--- src/rtl/boot_pkg.sv ---
`timescale 1ns/1ps
package boot_pkg;
  typedef enum logic [3:0] {
    SQ_IDLE, SQ_CMD_RD, SQ_ADDR, SQ_CMD_GO,
    SQ_WAIT_BSY, SQ_WAIT_RDY, SQ_RE_LO, SQ_RE_HI, SQ_DONE
  } seq_state_t;

  localparam logic [7:0] NAND_CMD_READ    = 8'h00;
  localparam logic [7:0] NAND_CMD_CONFIRM = 8'h30;
endpackage

--- src/rtl/boot_nand_seq.sv ---
`timescale 1ns/1ps
module boot_nand_seq import boot_pkg::*; #(
  parameter int PAGE_BYTES = 512,
  parameter int PAGES      = 8,
  parameter int COL_BYTES  = 2,
  parameter int ROW_BYTES  = 2,
  parameter int WE_LO      = 2,
  parameter int WE_HI      = 2,
  parameter int RE_LO      = 2,
  parameter int RE_HI      = 2,
  parameter int TWB        = 4,
  parameter int AW         = $clog2(PAGE_BYTES * PAGES)
) (
  input  logic          clk,
  input  logic          rst_n,
  input  logic          start,
  output logic          nand_cle,
  output logic          nand_ale,
  output logic          nand_we_n,
  output logic          nand_re_n,
  output logic [7:0]    nand_io_out,
  output logic          nand_io_oe,
  input  logic [7:0]    nand_io_in,
  input  logic          nand_rdy,
  output logic          wr_valid,
  input  logic          wr_ready,
  output logic [AW-1:0] wr_addr,
  output logic [7:0]    wr_data
);
  localparam int PGW   = (PAGES > 1) ? $clog2(PAGES) : 1;
  localparam int BW    = (PAGE_BYTES > 1) ? $clog2(PAGE_BYTES) : 1;
  localparam int NADDR = COL_BYTES + ROW_BYTES;
  localparam int IW    = $clog2(NADDR + 1);
  localparam int ROWW  = 8 * ROW_BYTES;
  localparam int TW    = 8;

  seq_state_t     st;
  logic [TW-1:0]  tcnt;
  logic           hi_ph;
  logic [IW-1:0]  aidx;
  logic [PGW-1:0] page;
  logic [BW-1:0]  bcnt;
  logic [AW-1:0]  waddr;
  logic [7:0]     dreg;
  logic           pushed;
  logic           in_bus_wr;
  logic           fire;
  logic [ROWW-1:0] row_vec;
  logic [7:0]     addr_byte;

  assign in_bus_wr = (st == SQ_CMD_RD) || (st == SQ_ADDR) || (st == SQ_CMD_GO);
  assign nand_cle  = (st == SQ_CMD_RD) || (st == SQ_CMD_GO);
  assign nand_ale  = (st == SQ_ADDR);
  assign nand_io_oe = in_bus_wr;
  assign nand_we_n = !(in_bus_wr && !hi_ph);
  assign nand_re_n = (st != SQ_RE_LO);
  assign wr_valid  = (st == SQ_RE_HI) && !pushed;
  assign wr_addr   = waddr;
  assign wr_data   = dreg;
  assign fire      = wr_valid && wr_ready;
  assign row_vec   = ROWW'(page);

  // column bytes are zero, row bytes carry the page index low byte first
  always_comb begin
    addr_byte = 8'h00;
    for (int k = 0; k < ROW_BYTES; k++)
      if (aidx == IW'(COL_BYTES + k)) addr_byte = row_vec[8*k +: 8];
  end

  always_comb begin
    case (st)
      SQ_CMD_RD: nand_io_out = NAND_CMD_READ;
      SQ_CMD_GO: nand_io_out = NAND_CMD_CONFIRM;
      SQ_ADDR:   nand_io_out = addr_byte;
      default:   nand_io_out = 8'h00;
    endcase
  end

  always_ff @(posedge clk or negedge rst_n) begin
    if (!rst_n) begin
      st     <= SQ_IDLE;
      tcnt   <= '0;
      hi_ph  <= 1'b0;
      aidx   <= '0;
      page   <= '0;
      bcnt   <= '0;
      waddr  <= '0;
      dreg   <= '0;
      pushed <= 1'b0;
    end else begin
      case (st)
        SQ_IDLE: if (start) begin
          st    <= SQ_CMD_RD;
          tcnt  <= '0;
          hi_ph <= 1'b0;
        end
        SQ_CMD_RD, SQ_ADDR, SQ_CMD_GO: begin
          if (!hi_ph) begin
            if (tcnt == TW'(WE_LO - 1)) begin
              hi_ph <= 1'b1;
              tcnt  <= '0;
            end else tcnt <= tcnt + 1'b1;
          end else if (tcnt == TW'(WE_HI - 1)) begin
            hi_ph <= 1'b0;
            tcnt  <= '0;
            if (st == SQ_CMD_RD) begin
              st   <= SQ_ADDR;
              aidx <= '0;
            end else if (st == SQ_ADDR) begin
              if (aidx == IW'(NADDR - 1)) st <= SQ_CMD_GO;
              else aidx <= aidx + 1'b1;
            end else st <= SQ_WAIT_BSY;
          end else tcnt <= tcnt + 1'b1;
        end
        SQ_WAIT_BSY: begin
          if (tcnt == TW'(TWB - 1)) begin
            st   <= SQ_WAIT_RDY;
            tcnt <= '0;
          end else tcnt <= tcnt + 1'b1;
        end
        SQ_WAIT_RDY: if (nand_rdy) begin
          st   <= SQ_RE_LO;
          tcnt <= '0;
        end
        SQ_RE_LO: begin
          if (tcnt == TW'(RE_LO - 1)) begin
            dreg   <= nand_io_in;
            pushed <= 1'b0;
            tcnt   <= '0;
            st     <= SQ_RE_HI;
          end else tcnt <= tcnt + 1'b1;
        end
        SQ_RE_HI: begin
          if (fire) begin
            pushed <= 1'b1;
            waddr  <= waddr + 1'b1;
          end
          if (tcnt != TW'(RE_HI - 1)) tcnt <= tcnt + 1'b1;
          if ((tcnt == TW'(RE_HI - 1)) && (pushed || fire)) begin
            tcnt <= '0;
            if (bcnt == BW'(PAGE_BYTES - 1)) begin
              bcnt <= '0;
              if (page == PGW'(PAGES - 1)) st <= SQ_DONE;
              else begin
                page <= page + 1'b1;
                st   <= SQ_CMD_RD;
              end
            end else begin
              bcnt <= bcnt + 1'b1;
              st   <= SQ_RE_LO;
            end
          end
        end
        default: st <= st;
      endcase
    end
  end
endmodule

--- src/rtl/boot_addr_dec.sv ---
`timescale 1ns/1ps
module boot_addr_dec #(
  parameter int          SRAM_AW       = 12,
  parameter int          CS0_AW        = 27,
  parameter logic [31:0] NOR_SRAM_BASE = 32'h4000_0000
) (
  input  logic               nand_mode,
  input  logic [31:0]        cpu_addr,
  output logic               sel_sram,
  output logic               sel_cs0,
  output logic [SRAM_AW-1:0] sram_off
);
  localparam logic [31-SRAM_AW:0] NOR_HI = NOR_SRAM_BASE[31:SRAM_AW];

  logic low_win;
  logic nor_sram_win;
  logic cs0_win;

  assign low_win      = (cpu_addr[31:SRAM_AW] == '0);
  assign nor_sram_win = (cpu_addr[31:SRAM_AW] == NOR_HI);
  assign cs0_win      = (cpu_addr[31:CS0_AW] == '0);

  always_comb begin
    if (nand_mode) begin
      sel_sram = low_win;
      sel_cs0  = 1'b0;
    end else begin
      sel_sram = nor_sram_win;
      sel_cs0  = cs0_win;
    end
  end

  assign sram_off = cpu_addr[SRAM_AW-1:0];
endmodule

--- src/rtl/boot_remap_ctrl.sv ---
`timescale 1ns/1ps
module boot_remap_ctrl #(
  parameter int          PAGE_BYTES    = 512,
  parameter int          PAGES         = 8,
  parameter int          COL_BYTES     = 2,
  parameter int          ROW_BYTES     = 2,
  parameter int          WE_LO         = 2,
  parameter int          WE_HI         = 2,
  parameter int          RE_LO         = 2,
  parameter int          RE_HI         = 2,
  parameter int          TWB           = 4,
  parameter int          CS0_AW        = 27,
  parameter logic [31:0] NOR_SRAM_BASE = 32'h4000_0000,
  parameter int          AW            = $clog2(PAGE_BYTES * PAGES)
) (
  input  logic          clk,
  input  logic          rst_n,
  input  logic          boot_nand_strap,
  input  logic [31:0]   cpu_addr,
  output logic          cpu_sel_sram,
  output logic          cpu_sel_cs0,
  output logic [AW-1:0] cpu_sram_off,
  output logic          nand_cle,
  output logic          nand_ale,
  output logic          nand_we_n,
  output logic          nand_re_n,
  output logic [7:0]    nand_io_out,
  output logic          nand_io_oe,
  input  logic [7:0]    nand_io_in,
  input  logic          nand_rdy,
  output logic          sram_wr_valid,
  input  logic          sram_wr_ready,
  output logic [AW-1:0] sram_wr_addr,
  output logic [7:0]    sram_wr_data,
  output logic          cpu_rst_n,
  output logic          boot_done
);
  localparam int TOTAL = PAGE_BYTES * PAGES;

  logic started;
  logic mode_nand;
  logic load_last;

  always_ff @(posedge clk or negedge rst_n) begin
    if (!rst_n) begin
      started   <= 1'b0;
      mode_nand <= 1'b0;
    end else if (!started) begin
      started   <= 1'b1;
      mode_nand <= boot_nand_strap;
    end
  end

  assign load_last = sram_wr_valid && sram_wr_ready && (sram_wr_addr == AW'(TOTAL - 1));

  always_ff @(posedge clk or negedge rst_n) begin
    if (!rst_n) begin
      boot_done <= 1'b0;
      cpu_rst_n <= 1'b0;
    end else begin
      boot_done <= boot_done || (started && !mode_nand) || load_last;
      cpu_rst_n <= boot_done;
    end
  end

  boot_nand_seq #(
    .PAGE_BYTES(PAGE_BYTES), .PAGES(PAGES), .COL_BYTES(COL_BYTES), .ROW_BYTES(ROW_BYTES),
    .WE_LO(WE_LO), .WE_HI(WE_HI), .RE_LO(RE_LO), .RE_HI(RE_HI), .TWB(TWB), .AW(AW)
  ) i_seq (
    .clk         (clk),
    .rst_n       (rst_n),
    .start       (started && mode_nand),
    .nand_cle    (nand_cle),
    .nand_ale    (nand_ale),
    .nand_we_n   (nand_we_n),
    .nand_re_n   (nand_re_n),
    .nand_io_out (nand_io_out),
    .nand_io_oe  (nand_io_oe),
    .nand_io_in  (nand_io_in),
    .nand_rdy    (nand_rdy),
    .wr_valid    (sram_wr_valid),
    .wr_ready    (sram_wr_ready),
    .wr_addr     (sram_wr_addr),
    .wr_data     (sram_wr_data)
  );

  boot_addr_dec #(
    .SRAM_AW(AW), .CS0_AW(CS0_AW), .NOR_SRAM_BASE(NOR_SRAM_BASE)
  ) i_dec (
    .nand_mode (mode_nand),
    .cpu_addr  (cpu_addr),
    .sel_sram  (cpu_sel_sram),
    .sel_cs0   (cpu_sel_cs0),
    .sram_off  (cpu_sram_off)
  );
endmodule

--- config.mk ---
export PLATFORM = sky130hd
export DESIGN_NAME = boot_remap_ctrl
export DESIGN_NICKNAME = d
export VERILOG_FILES = /design/src/rtl/boot_pkg.sv /design/src/rtl/boot_nand_seq.sv /design/src/rtl/boot_addr_dec.sv /design/src/rtl/boot_remap_ctrl.sv
export SDC_FILE = /design/constraint.sdc
export NUM_CORES = 1
export LEC_CHECK = 0
export BUFFER_PORTS_ARGS = -buffer_cell sky130_fd_sc_hd__buf_2
export CELL_PAD_IN_SITES_DETAIL_PLACEMENT = 1
export CELL_PAD_IN_SITES_GLOBAL_PLACEMENT = 2
export CORE_MARGIN = 2
export CORE_UTILIZATION = 34
export DETAILED_ROUTE_END_ITERATION = 8
export PLACE_DENSITY = 0.93
export RECOVER_POWER = 50
export SLEW_MARGIN = 20
export SYNTH_ARGS = -nofsm -noshare
export SYNTH_HDL_FRONTEND = slang
export SYNTH_SLANG_ARGS = --single-unit
--- constraint.sdc ---
create_clock -name clk -period 5 [get_ports clk]
set_input_delay 0.75 -clock clk [delete_from_list [all_inputs] [get_ports clk]]
set_output_delay 0.75 -clock clk [all_outputs]
set_load 0.005 [all_outputs]
==> results of run 1 <==
[synthesized netlist by cell type, types with 5 or more instances]
master / n / area (um2)
xnor2_1: 10 / 87.6
nand3_1: 11 / 55.1
o21ai_0: 20 / 100
and2_1: 7 / 43.8
nand2b_1: 7 / 43.8
and3_1: 9 / 56.3
mux2_2: 15 / 169
nand2_1: 13 / 48.8
a221o_2: 5 / 56.3
nor2_1: 26 / 97.6
nand4_1: 6 / 37.5
ha_1: 10 / 125
buf_4: 18 / 135
dfrtp_1: 53 / 1330
nor3_1: 5 / 25.0
inv_1: 7 / 26.3
[metrics by stage]
stage	setup WS, ns	area, um2	power, mW
floorplan	2.74	3050	1.11
global placement	2.48	3350	1.26
detailed placement	2.38	3350	1.29
CTS	2.34	3440	1.56
global route	1.29	3430	1.66
finish	1.88	3430	1.54
[metal layers]
| layer | share of wire [%] | GRT usage [%] | routed length, um | vias to the layer above |
|---|---|---|---|---|
| li1 | - | - | - | 1131 |
| met1 | 45 | 20.1 | 3230 | 1201 |
| met2 | 50 | 25.4 | 3590 | 51 |
| met3 | 4.5 | 3.62 | 323 | 8 |
| met4 | 1.0 | 3.58 | 73 | 0 |
| met5 | 0 | 0 | 0 | - |
[area by class of cell]
type                    instances  area (um2)  area share, %
clock buffers                   5        68.8           2.01
clock inverters                 3        25.0          0.729
flip-flops and latches         53        1330           38.7
multi-input cells             209        1510           44.1
repair buffers                 68         334           9.74
well taps                     108         135           3.94
inverters                       8        30.0          0.875
[cells by family (layout without fill, tap and decap cells)]
kind of cell,after synthesis,after routing,share of synthesized area [%]
other,2,4,0.247
xor gates and xnor gates,13,13,3.74
AOI/OAI and AO/OA,52,52,13.5
and+or+nand+nor,111,111,21.0
DFF,53,53,43.6
adders and majority gates,10,10,4.11
buffers and inverters,33,84,6.86
muxes,19,19,6.99
[worst register-to-register path, delay by kind of cell, from the launching register on]
kind	cells	cell delay, ns
flip-flops	1	0.71
multiplexers	1	0.37
AND/OR/NAND/NOR	4	1.43
[worst paths after layout]
check,slack (ns),endpoint,startpoint,depth (start not counted)
setup reg to reg,2.38,i_seq.page[2]$_DFFE_PN0P_,i_seq.st[0]$_DFFE_PN0P_,5
hold / removal,0.44,cpu_rst_n$_DFF_PN0_,boot_done$_DFF_PN0_,0
max in group clk,2.38,i_seq.page[2]$_DFFE_PN0P_,i_seq.st[0]$_DFFE_PN0P_,5
hold reg to reg,0.44,cpu_rst_n$_DFF_PN0_,boot_done$_DFF_PN0_,0
setup / recovery,1.88,i_seq.st[1]$_DFFE_PN0P_,rst_n,2
min in group asynchronous,1.47,i_seq.tcnt[7]$_DFFE_PN0P_,rst_n,2
[registers in the layout (all words and copies together), names as in the netlist]
name	count
i_seq.wr_data	8
i_seq.bcnt	9
i_seq.hi_ph	1
i_seq.st	4
mode_nand	1
cpu_rst_n	1
i_seq.page	3
i_seq.wr_addr	12
i_seq.tcnt	8
i_seq.pushed	1
started	1
boot_done	1
i_seq.aidx	3
[power groups by stage]
stage | clock [mW] | combinational, mW | sequential, mW
final | 0.258 | 0.631 | 0.648
after global routing | 0.285 | 0.707 | 0.668
after CTS | 0.266 | 0.647 | 0.647
after detailed placement | 0 | 0.640 | 0.653
after global placement | 0 | 0.620 | 0.645
after floorplan | 0 | 0.508 | 0.603
[placed cells by master, fill, tap and decap left out, drive strengths merged, types with 3 or more instances in the layout]
master,instances
xor2,3
and3,9
o21ai,22
nand2,13
conb,4
mux2,18
and2,8
or2,4
nor3,7
nand3,12
dfrtp,53
a21oi,4
a221o,5
xnor2,10
ha,10
nand4,6
or3,4
nor4,4
a2111oi,4
nor2,27
buf,63
nand2b,7
clkbuf,10
inv,10
==> impl_metrics.tcl, run 1 <==
set metrics [dict create \
    drc 0 \
    grt_pass1_vias 2453 \
    p_leak_nw 1.61 \
    relSlewSlack_pct -94.6 \
    p_comb_share_pct 41.0 \
    path_delay_family "buffers and inverters" \
    p_sw_uw 637 \
    ant_nets 0 \
    cts_resized 0 \
    fp.coreArea_um2 8720 \
    drive_gt1_share_pct 31.2 \
    synth_edf_count 0 \
    rows 34 \
    n_antenna_cell 0 \
    cts_hold_buf 0 \
    insertion_delay_ns 0.32 \
    peakVddDrop_mv 0.279 \
    grt_use_total_pct 15.2 \
    start_util_pct 34.9 \
    finalSetupViolations 0 \
    synth_seq_cells 53 \
    dieHeight_um 98.6 \
    final_util_pct 39.3 \
    status "finished with violations" \
    dp.cells 446 \
    dp_hpwl_mm 5.36 \
    clock_path_buffers 2 \
    clkTransAtPathRegs_ns 0.11 \
    vias_per_cell 5.27 \
    cp-start-kind "primary input" \
    port_buffers 67 \
    setup.worst_path.end_class "asynchronous set/reset pin" \
    hold_viol_final 0 \
    rsz0062_at_grt "false" \
    seq_area_frac_synth_pct 43.6 \
    fp.dieW_um 98.6 \
    pwr-share-clk_pct 16.8 \
    numCtsBuffers 5 \
    violations "max-capacitance violations, max-slew violations" \
    p_seq_share_pct 42.2 \
    worst_slew_pin_slew_ns 2.92 \
    cp.arrival_ns 2.91 \
    cp_max_fo 53 \
    p_per_area_nw_per_um2 448 \
    fin_skew_ns 0.0174 \
    yosys_most_used_dff "dfrtp_1" \
    max_stage_delay_ns 2.05 \
    crit_path_cell_trace "buf_2, clkbuf_1" \
    timing.hold.ws_ns 0.444 \
    dieArea_um2 9730 \
    syn-cell-area_um2 3040 \
    synthesis.instances 293 \
    crit_buf_inv 2 \
    gp_congestion 0.835 \
    cp_slowest_cell "clkbuf_1" \
    period_share_pct 62.4 \
    clkSinkCount 53 \
    ys_types 58 \
    min_period_ns 3.12 \
    num_io_pins 95 \
    async_flop_share_pct 100 \
    area_delta_synth_final_pct 12.7 \
    p_sw_share_pct 41.4 \
    htree_levels 2 \
    yosysWarnings 0 \
    via_count 2391 \
    grt_max_degree 54 \
    min_path_type "flip-flop to flip-flop" \
    syn_area_per_cell_um2 10.4 \
    antenna_found_initial 0 \
    wl_mm 7.21 \
    critPathRequiredTime_ns 4.79 \
    postCtsSetupBuffers 0 \
    fillCellCount 1022 \
    cts-root-buf "clkbuf_8" \
    p_int_uw 900 \
    grt_first_pass_wirelength_mm 12.2 \
    drv_cap 1 \
    drtIter0Drc 71 \
    maxSlewViolCount 54 \
    tritoncts "done" \
    timing.fmax_mhz 320 \
    nNetsFinal 400 \
    wl_per_cell_um 15.9 \
    fin_setup_tns_ns 0 \
    gr-total-overflow 0 \
    final_cell_count_no_fill 454 \
    worstSetupPathType "primary input to asynchronous set/reset pin" \
    detail_route.first_pass.iterations 4 \
]
(Power assumes the default switching activity.)
==> run 2, diff against run 1 <==
--- a/config.mk
+++ b/config.mk
@@ -9,9 +9,9 @@
 export CELL_PAD_IN_SITES_DETAIL_PLACEMENT = 1
 export CELL_PAD_IN_SITES_GLOBAL_PLACEMENT = 2
 export CORE_MARGIN = 2
-export CORE_UTILIZATION = 34
+export CORE_UTILIZATION = 28
 export DETAILED_ROUTE_END_ITERATION = 8
-export PLACE_DENSITY = 0.93
+export PLACE_DENSITY = 0.83
 export RECOVER_POWER = 50
 export SLEW_MARGIN = 20
 export SYNTH_ARGS = -nofsm -noshare
==> constraint.sdc (replaced) <==
create_clock -name clk -period 2.7 [get_ports clk]
set_input_delay 0.405 -clock clk [delete_from_list [all_inputs] [get_ports clk]]
set_output_delay 0.405 -clock clk [all_outputs]
set_load 0.005 [all_outputs]
==> run 2 against run 1 <==
- the run now ends clean
- via count increased by 0.42%
- worst setup slack got worse by 1.6 ns
- die area increased by 21%
- power increased by 86%
- cell count increased by 7.9%
- critical path depth increased by 6
- highest routed layer unchanged
- non-clock buffer count increased by 4
- sequential share of layout area decreased by 0.81 points
==> impl_metrics.tcl, run 2 (synthesis gave the netlist of run 1 again) <==
set metrics [dict create \
    p_leak_nw 1.60 \
    cp_max_fo 12 \
    clkTransAtPathRegs_ns 0.10 \
    worstHoldEndpoint "i_seq.wr_data[5]$_DFFE_PN0P_" \
    port_buffers 67 \
    maxSlewViolCount 0 \
    largest_reg_flops 12 \
    power.total_mw 2.86 \
    clkSinkCount 53 \
    area_delta_synth_final_pct 15.1 \
    num_io_pins 95 \
    ant_nets 0 \
    pre_cts_ws_ns 0.211 \
    numCtsBuffers 5 \
    worstSetupPathType "flip-flop to flip-flop" \
    fp.dieW_um 108 \
    finalSetupViolations 0 \
    p_int_mw 1.69 \
    dp_hpwl_mm 5.53 \
    p_per_area_nw_per_um2 816 \
    drtIter0Drc 90 \
    crit_path_cell_trace "ha_1, and3_1, and3_1, and3_1, ha_2, nand3b_1, nor3_2, mux2_2" \
    grt_first_pass_wirelength_mm 11.9 \
    placed_area_um2 3410 \
    htree_levels 2 \
    grt_use_total_pct 12.8 \
    worst_slew_pin_slew_ns 0.979 \
    drv_cap 0 \
    final_cell_area_um2 3500 \
    gp_congestion 0.740 \
    n_antenna_cell 0 \
    max_stage_delay_ns 0.41 \
    rows 38 \
    via_count 2401 \
    cp-start-kind "flip-flop" \
    fillCellCount 1257 \
    timing.rr.start "i_seq.bcnt[0]$_DFFE_PN0P_" \
    grt_max_degree 40 \
    fp.coreArea_um2 10700 \
    min_period_ns 2.38 \
    cp_slowest_cell "dfrtp_1" \
    start_util_pct 28.3 \
    dieArea_um2 11700 \
    setup.worst_path.end_class "flip-flop" \
    p_comb_share_pct 41.4 \
    r2r-end "i_seq.page[1]$_DFFE_PN0P_" \
    min_from "nand_io_in[5]" \
    timing.fmax_mhz 421 \
    wl_per_cell_um 14.6 \
    fin_setup_tns_ns 0 \
    timing.hold.ws_ns 0.298 \
    fin_skew_ns 0.00744 \
    reg2reg_depth 8 \
    clock_path_buffers 2 \
    wl_mm 7.15 \
    critPathRequiredTime_ns 2.91 \
    drc 0 \
    ff2ff_setup_slack_ns 0.32 \
    final_common_cell "buf_2" \
    gr-total-overflow 0 \
    antenna_found_initial 0 \
    hold_viol_final 0 \
    drive_gt1_share_pct 30.9 \
    p_sw_mw 1.17 \
    grt_pass1_vias 2456 \
    relSlewSlack_pct 34.7 \
    vias_per_cell 4.90 \
    p_seq_share_pct 41.8 \
    min_path_type "primary input to flip-flop" \
    p_sw_share_pct 40.8 \
    period_share_pct 88.0 \
    postCtsSetupBuffers 0 \
    min_path_cells 2 \
    nNetsFinal 404 \
    tritoncts "done" \
    layout_common_cells "57 x buf_2, 53 x dfrtp_1, 26 x nor2_1, 20 x o21ai_0, 15 x mux2_2" \
    setup_slack_ns 0.324 \
    peakVddDrop_mv 0.295 \
    cp_common_cell "and3_1" \
    dieHeight_um 108 \
    cts-root-buf "clkbuf_8" \
    cp.arrival_ns 2.59 \
    status "finished, final reports clean" \
    pwr-share-clk_pct 16.9 \
    detail_route.first_pass.iterations 4 \
    rsz0062_at_grt "false" \
    insertion_delay_ns 0.32 \
]
-- run 2: cell count changes in the layout (fill, tap and decap cells not counted) --
cell           before  now
buf_2              63   57
ha_1               10    9
clkbuf_1            5   10
inv_6               2    1
clkbuf_2            0    1
buf_4               0    3
ha_2                0    1
dlygate4sd3_1       0    1
clkinv_4            0    1
nand3_2             0    1
nand3_1            12   11
-- run 2: power by group through the flow --
stage,Clock [mW],Sequential (mW),Combinational (mW)
detailed placement,0,1.22,1.21
CTS,0.502,1.20,1.21
global placement,0,1.20,1.18
finish,0.482,1.20,1.18
floorplan,0,1.12,0.940
global route,0.538,1.24,1.34
-- run 2: final cells by class --
type                            instances  area (um2)  area share, %
Multi-Input combinational cell        209        1520           43.3
Tap cell                              140         175           5.00
Sequential cell                        53        1330           37.8
Clock inverter                          3        25.0          0.714
Clock buffer                            5        68.8           1.96
Timing Repair Buffer                   72         360           10.3
Inverter                                8        30.0          0.857
-- run 2: metal layers --
layer  GRT usage, %  vias to the layer above  routed length (um)
li1               -                     1142                   -
met1           15.2                     1192                3020
met2           23.0                       59                3600
met3           2.95                        8                 427
met4           3.94                        0                 102
met5              0                        -                   0
-- run 2: worst max path at each step --
stage | startpoint | cells after the start | to
2_1_floorplan | i_seq.bcnt[0]$_DFFE_PN0P_ | 8 | i_seq.bcnt[7]$_DFFE_PN0P_
4_1_cts | i_seq.bcnt[0]$_DFFE_PN0P_ | 8 | i_seq.page[1]$_DFFE_PN0P_
3_5_place_dp | i_seq.bcnt[0]$_DFFE_PN0P_ | 8 | i_seq.page[1]$_DFFE_PN0P_
3_3_place_gp | i_seq.bcnt[0]$_DFFE_PN0P_ | 8 | i_seq.page[1]$_DFFE_PN0P_
6_report | i_seq.bcnt[0]$_DFFE_PN0P_ | 8 | i_seq.page[1]$_DFFE_PN0P_
5_1_grt | i_seq.bcnt[0]$_DFFE_PN0P_ | 8 | i_seq.page[1]$_DFFE_PN0P_
-- run 2: worst max-delay path: cells and delay by family (launching register included) --
family / cells / cell delay [ns]
simple gates: 5 / 0.97
fa+ha+maj: 2 / 0.50
flops: 1 / 0.41
mux: 1 / 0.37
-- run 2: timing repair --
item	CTS	global route
endpoints found under the hold margin	14	0
gates resized for setup	0	1
setup endpoints to repair	0	1
hold buffers	1	0
-- run 2: metrics by stage --
stage | util [%] | std cells
2_1_floorplan | - | 295
3_3_place_gp | 31.8 | 481
3_5_place_dp | 31.8 | 481
4_1_cts | 32.7 | 490
5_1_grt | 32.6 | 490
6_report | 32.6 | 490
